$ cat src/rtl/aud_tx_pkg.sv
`timescale 1ns/1ps
package aud_tx_pkg;

    localparam int WORD_W = 32;
    localparam int HALF_W = 9;
    localparam int SZ_W   = 2;

    typedef logic [WORD_W-1:0] word_t;

    typedef enum logic {
        CH_LEFT  = 1'b0,
        CH_RIGHT = 1'b1
    } chan_e;

    // Per-clock timing event produced by the clock generator.
    typedef struct packed {
        logic  fall;   // bit-clock falling edge in this cycle
        logic  start;  // falling edge that opens a new slot
        chan_e ws;     // word-select value after this edge
    } edge_ev_t;

    function automatic int sample_bits(input logic [SZ_W-1:0] code);
        return 8 * (int'(code) + 1);
    endfunction

    // Move the low sample bits of a FIFO word to the top of the shifter.
    function automatic word_t left_align(input word_t w, input logic [SZ_W-1:0] code);
        return w << (WORD_W - sample_bits(code));
    endfunction

endpackage

$ cat src/rtl/aud_tx_clkgen.sv
`timescale 1ns/1ps
module aud_tx_clkgen
    import aud_tx_pkg::*;
#(
    parameter int HW = HALF_W
) (
    input  logic          clk,
    input  logic          rst,
    input  logic          srst,
    input  logic          slave,
    input  logic [HW-1:0] half,
    input  logic          bit_tick,
    input  logic          bclk_i,
    input  logic          ws_i,
    output logic          bclk_o,
    output logic          ws_o,
    output edge_ev_t      ev
);

    logic          bclk_q;
    logic          bclk_in_q;
    chan_e         ws_q;
    logic [HW-1:0] cnt;
    logic          fall;
    logic          wrap;
    chan_e         ws_nxt;

    assign wrap   = (cnt >= half);
    assign fall   = slave ? (bclk_in_q & ~bclk_i) : (bit_tick & bclk_q);
    assign ws_nxt = slave ? chan_e'(ws_i) : (wrap ? chan_e'(~ws_q) : ws_q);

    always_comb begin
        ev.fall  = fall;
        ev.ws    = ws_nxt;
        ev.start = fall && (ws_nxt != ws_q);
    end

    always_ff @(posedge clk or posedge srst) begin
        if (srst) begin
            bclk_q    <= 1'b0;
            bclk_in_q <= 1'b0;
            ws_q      <= CH_RIGHT;
            cnt       <= '1;
        end else if (rst) begin
            bclk_q    <= 1'b0;
            bclk_in_q <= 1'b0;
            ws_q      <= CH_RIGHT;
            cnt       <= '1;
        end else begin
            bclk_in_q <= bclk_i;
            if (!slave && bit_tick)
                bclk_q <= ~bclk_q;
            if (fall) begin
                ws_q <= ws_nxt;
                cnt  <= (slave || wrap) ? '0 : cnt + 1'b1;
            end
        end
    end

    assign bclk_o = bclk_q;
    assign ws_o   = ws_q;

endmodule

$ cat src/rtl/aud_tx_slot.sv
`timescale 1ns/1ps
module aud_tx_slot
    import aud_tx_pkg::*;
(
    input  logic            clk,
    input  logic            rst,
    input  logic            srst,
    input  edge_ev_t        ev,
    input  logic            mono,
    input  logic            stop,
    input  logic [SZ_W-1:0] size,
    input  logic            fifo_empty,
    input  word_t           fifo_rdata,
    output logic            fifo_pop,
    output word_t           load_val,
    output logic            underrun
);

    logic  need_word;
    logic  reuse;
    word_t fresh;
    word_t hold;
    logic  urun_q;

    assign reuse     = mono && (ev.ws == CH_RIGHT);
    assign need_word = ev.start && !stop && !reuse;
    assign fifo_pop  = need_word && !fifo_empty;
    assign fresh     = fifo_empty ? '0 : left_align(fifo_rdata, size);

    always_comb begin
        if (stop)
            load_val = '0;
        else if (reuse)
            load_val = hold;
        else
            load_val = fresh;
    end

    always_ff @(posedge clk or posedge srst) begin
        if (srst) begin
            hold   <= '0;
            urun_q <= 1'b0;
        end else if (rst) begin
            hold   <= '0;
            urun_q <= 1'b0;
        end else if (need_word) begin
            hold <= fresh;
            if (fifo_empty)
                urun_q <= 1'b1;
        end
    end

    assign underrun = urun_q;

endmodule

$ cat src/rtl/aud_tx_shift.sv
`timescale 1ns/1ps
module aud_tx_shift
    import aud_tx_pkg::*;
#(
    parameter int W = WORD_W
) (
    input  logic         clk,
    input  logic         rst,
    input  logic         srst,
    input  edge_ev_t     ev,
    input  logic [W-1:0] load_val,
    output logic         sd_q
);

    logic [W-1:0] sh;

    // The bit leaving the top goes out on this falling edge. A new sample
    // is loaded behind it, so its MSB appears one bit clock later.
    always_ff @(posedge clk or posedge srst) begin
        if (srst) begin
            sh   <= '0;
            sd_q <= 1'b0;
        end else if (rst) begin
            sh   <= '0;
            sd_q <= 1'b0;
        end else if (ev.fall) begin
            sd_q <= sh[W-1];
            sh   <= ev.start ? load_val : {sh[W-2:0], 1'b0};
        end
    end

endmodule

$ cat src/rtl/aud_ser_tx.sv
`timescale 1ns/1ps
module aud_ser_tx
    import aud_tx_pkg::*;
(
    input  logic        clk,
    input  logic        rst,
    input  logic        cfg_srst,
    input  logic        cfg_slave,
    input  logic [1:0]  cfg_size,
    input  logic        cfg_mono,
    input  logic        cfg_stop,
    input  logic        cfg_mute,
    input  logic [8:0]  cfg_half,
    input  logic        bit_tick,
    input  logic        bclk_i,
    input  logic        ws_i,
    input  logic        fifo_empty,
    input  logic [31:0] fifo_rdata,
    output logic        fifo_pop,
    output logic        fifo_clr,
    output logic        bclk_o,
    output logic        ws_o,
    output logic        clk_oe,
    output logic        sd_o,
    output logic        underrun
);

    edge_ev_t ev;
    word_t    load_val;
    logic     sd_q;

    aud_tx_clkgen #(.HW(HALF_W)) u_clk (
        .clk      (clk),
        .rst      (rst),
        .srst     (cfg_srst),
        .slave    (cfg_slave),
        .half     (cfg_half),
        .bit_tick (bit_tick),
        .bclk_i   (bclk_i),
        .ws_i     (ws_i),
        .bclk_o   (bclk_o),
        .ws_o     (ws_o),
        .ev       (ev)
    );

    aud_tx_slot u_slot (
        .clk        (clk),
        .rst        (rst),
        .srst       (cfg_srst),
        .ev         (ev),
        .mono       (cfg_mono),
        .stop       (cfg_stop),
        .size       (cfg_size),
        .fifo_empty (fifo_empty),
        .fifo_rdata (fifo_rdata),
        .fifo_pop   (fifo_pop),
        .load_val   (load_val),
        .underrun   (underrun)
    );

    aud_tx_shift #(.W(WORD_W)) u_sh (
        .clk      (clk),
        .rst      (rst),
        .srst     (cfg_srst),
        .ev       (ev),
        .load_val (load_val),
        .sd_q     (sd_q)
    );

    assign sd_o     = sd_q & ~(cfg_mute | cfg_stop);
    assign clk_oe   = ~cfg_slave;
    assign fifo_clr = cfg_srst;

endmodule

$ cat config.mk
export PLATFORM = sky130hd
export DESIGN_NAME = aud_ser_tx
export DESIGN_NICKNAME = d
export VERILOG_FILES = /design/src/rtl/aud_tx_pkg.sv /design/src/rtl/aud_tx_clkgen.sv /design/src/rtl/aud_tx_slot.sv /design/src/rtl/aud_tx_shift.sv /design/src/rtl/aud_ser_tx.sv
export SDC_FILE = /design/constraint.sdc
export NUM_CORES = 1
export LEC_CHECK = 0
export BUFFER_PORTS_ARGS = -buffer_cell sky130_fd_sc_hd__buf_2
export CAP_MARGIN = 15
export CORE_UTILIZATION = 33
export DETAILED_ROUTE_END_ITERATION = 12
export PLACE_DENSITY = 0.54
export SYNTH_ARGS = -nofsm -noshare
export SYNTH_HDL_FRONTEND = slang
export SYNTH_SLANG_ARGS = --single-unit
$ cat constraint.sdc
create_clock -name clk -period 3.7 [get_ports clk]
set_input_delay 0.37 -clock clk [delete_from_list [all_inputs] [get_ports clk]]
set_output_delay 0.37 -clock clk [all_outputs]
set_load 0.01 [all_outputs]
==> flow_metrics.env <==
export IMPL_status="completed"
export IMPL_layout_nets=619
export IMPL_clk_path_buf_depth=2
export IMPL_synth_ff_type="dfrtp_1"
export IMPL_die_area_sq_um=14800
export IMPL_critPathRequiredTime_ps=3330
export IMPL_ff_latch_area_sq_um=1964
export IMPL_avgSynthCellArea_sq_um=9.136
export IMPL_cp_num_buf_inv=1
export IMPL_ys_seq_elements=78
export IMPL_ctsHoldBuffers=0
export IMPL_grt_pass1_wl_mm=21.53
export IMPL_grt_pass1_vias=3962
export IMPL_die_w_microns=121.6
export IMPL_vias_per_cell=5.663
export IMPL_hpwl_mm=9.029
export IMPL_final_cell_count_no_fill=739
export IMPL_cts_tree="done"
export IMPL_vias=4185
export IMPL_slowest_stage="or4_1"
export IMPL_antenna_found_initial=0
export IMPL_path_class="flip-flop to output port"
export IMPL_drt_iter0_drc=389
export IMPL_grt_use_total=0.1907
export IMPL_period_share=0.8867
export IMPL_wirelength_mm=13.22
export IMPL_drv_cap=0
export IMPL_fin_crit_ps=3281
export IMPL_arrival_ps=2910
export IMPL_setup_viol=0
export IMPL_gp_congestion=0.7924
export IMPL_drtPass1Iterations=5
export IMPL_cp_slowest_stage_delay_ps=580
export IMPL_mostFrequentLayoutCell="nand3_1"
export IMPL_r2r_start="u_clk.cnt[2]"
export IMPL_grt_setup_unrepaired="no"
export IMPL_critical_path_startpoint="u_clk.cnt[2]"
export IMPL_syn_num_nets=582
export IMPL_hold_violations=0
export IMPL_mostFrequentLayoutCells="83 x nand3_1, 68 x dfrtp_1, 60 x buf_2, 43 x o21ai_0, 36 x a22oi_1"
export IMPL_synth_area_sq_um=4723
export IMPL_fp_coreArea_sq_um=13930
export IMPL_worst_hold_path_type="primary input to async pin"
export IMPL_start_util=0.3390
export IMPL_drive_above_1_share=0.2272
export IMPL_final_util=0.3929
export IMPL_cts_setup_buffers=0
export IMPL_synth_edf_count=0
export IMPL_tns_ps=0
export IMPL_tightest_slew_ps=1035
export IMPL_numCtsBuffers=9
export IMPL_antenna_left=0
export IMPL_syn_to_final_growth_pct=15.92
export IMPL_reg2regPathDepth=8
export IMPL_nFillCells=1369
export IMPL_path_common_cell="a211oi_2"
export IMPL_end_kind="output port"
export IMPL_htree_levels=3
export IMPL_timing_slew_headroom=0.3097
export IMPL_cp_cell_sequence="ha_1 > a211oi_2 > o211ai_2 > a211oi_2 > or4_1 > nor3_1 > buf_2"
export IMPL_die_y_microns=121.6
export IMPL_vdd_drop_max_mv=0.1926
export IMPL_cts_resized=0
export IMPL_rows=43
export IMPL_crit_fanout=17
export IMPL_fmax_ghz=0.3048
export IMPL_ys_types=48
export IMPL_yosysWarnings=0
export IMPL_placedCellCount=723
export IMPL_grt_ovfl_total=0
export IMPL_clk_pin_slew_worst_paths_ps=60
export IMPL_cp_depth=7
export IMPL_yosys_area_top_type_share=0.3603
export IMPL_place_area_sq_um=5174
export IMPL_clock_latency_ps=340
export IMPL_power_density_nw_per_um2=386.6
export IMPL_grt_start_max_net_pins=58
export IMPL_synth_area_leaders="dfrtp_1 36%, nand3_1 8.8%, a22oi_1 5.7%"
export IMPL_design_area_sq_um=5475
export IMPL_io_pins=61
export IMPL_antennaDiodeCount=0
export IMPL_cts_sinks=78
export IMPL_route_detailed_wl_per_inst_microns=17.89
export IMPL_fin_skew_ps=5.412
export IMPL_cpLargestDelayFamily="compound AO/OA/AOI/OAI gates"
export IMPL_multiInputGateArea_sq_um=2525
export IMPL_cts_root_buf="clkbuf_16"
export IMPL_ys_seq_area_frac=0.4159
export IMPL_synthCells=517
export IMPL_yosysTopAreaCell="dfrtp_1"
export IMPL_drv_slew=0
export IMPL_async_flop_share=1.000
export IMPL_critPathLaunchType="flip-flop"
export IMPL_drc=0
export IMPL_p_leak_nw=2.333
export IMPL_port_buffers=60
-- area by class of cell --
type	count	area share
flip-flops and latches	78	0.3588
inverters	12	0.008455
repair buffers	75	0.07541
multi-input cells	378	0.4612
well taps	180	0.04113
clock inverters	4	0.008227
clock buffers	12	0.04685
-- cells by family (layout without fill, tap and decap cells) --
logic type	Yosys count	after routing	synth area share
compound gates	137	137	0.1833
xor+xnor	3	3	0.005564
fa+ha+maj	11	11	0.02914
buf+inv	61	103	0.05298
flops	78	78	0.4159
mux	21	21	0.06517
simple gates	206	206	0.2479
-- final timing paths --
check	end	slack [ps]
worst max-delay path	fifo_pop	420
worst min-delay path	u_slot.hold[23]	180
min in group clk	u_clk.bclk_in_q	290
worst max register to register	u_slot.hold[6]	690
max in group asynchronous	u_clk.cnt[2]	2560
worst min register to register	u_slot.underrun	500
-- metal layers --
layer,part of all wire,GRT usage
met3,0.045,0.02856
met1,0.49,0.2832
met2,0.45,0.2770
met4,0.015,0.07176
met5,0,0
-- sequential cells by signal (all words and copies together), names as in the netlist --
register         cells
u_sh.sh             32
u_slot.hold         32
u_clk.cnt            9
u_clk.bclk_in_q      1
u_clk.bclk_o         1
u_clk.ws_o           1
u_sh.sd_q            1
u_slot.underrun      1
-- worst register-to-register path, cell delays in order, from the launching register on --
cell and delay [ps]:
dfstp_2 570, ha_1 260, a211oi_2 250, o211ai_2 150, and3_1 200, or3_1 590
buf_4 310, or4_1 510, o21ai_0 90
-- through the flow --
step                      hold WS, ps  power (mW)  worst slack (ps)
final                           181.5       2.117             419.2
after global routing            268.0       2.207             232.4
after CTS                       223.5       2.142             388.8
after detailed placement        493.8       1.225             671.8
after global placement          476.3       1.217             766.5
after floorplan                 449.8       1.109             850.8
-- where the power goes --
| group | switching, mW | total (mW) | leakage [nW] | internal (mW) |
|---|---|---|---|---|
| clock | 0.352 | 0.908 | 0.152 | 0.556 |
| combinational | 0.205 | 0.326 | 1.13 | 0.121 |
| sequential | 0.0115 | 0.882 | 1.05 | 0.871 |
-- cells in the mapped netlist (6+ instances only) --
cell / count
nand3_1: 83
dfrtp_1: 68
o21ai_0: 43
clkbuf_1: 38
a22oi_1: 36
a21oi_1: 32
nand2_1: 23
nand2b_1: 17
nand3b_1: 16
nor2_1: 14
inv_1: 12
ha_1: 11
dfstp_2: 10
nand4_1: 9
or4_1: 9
mux2_2: 8
nor2b_1: 8
and3_1: 7
buf_2: 7
mux4_2: 7
nand4b_1: 7
nor3b_1: 7
a211o_1: 6
mux2i_1: 6
(Power assumes the default switching activity.)
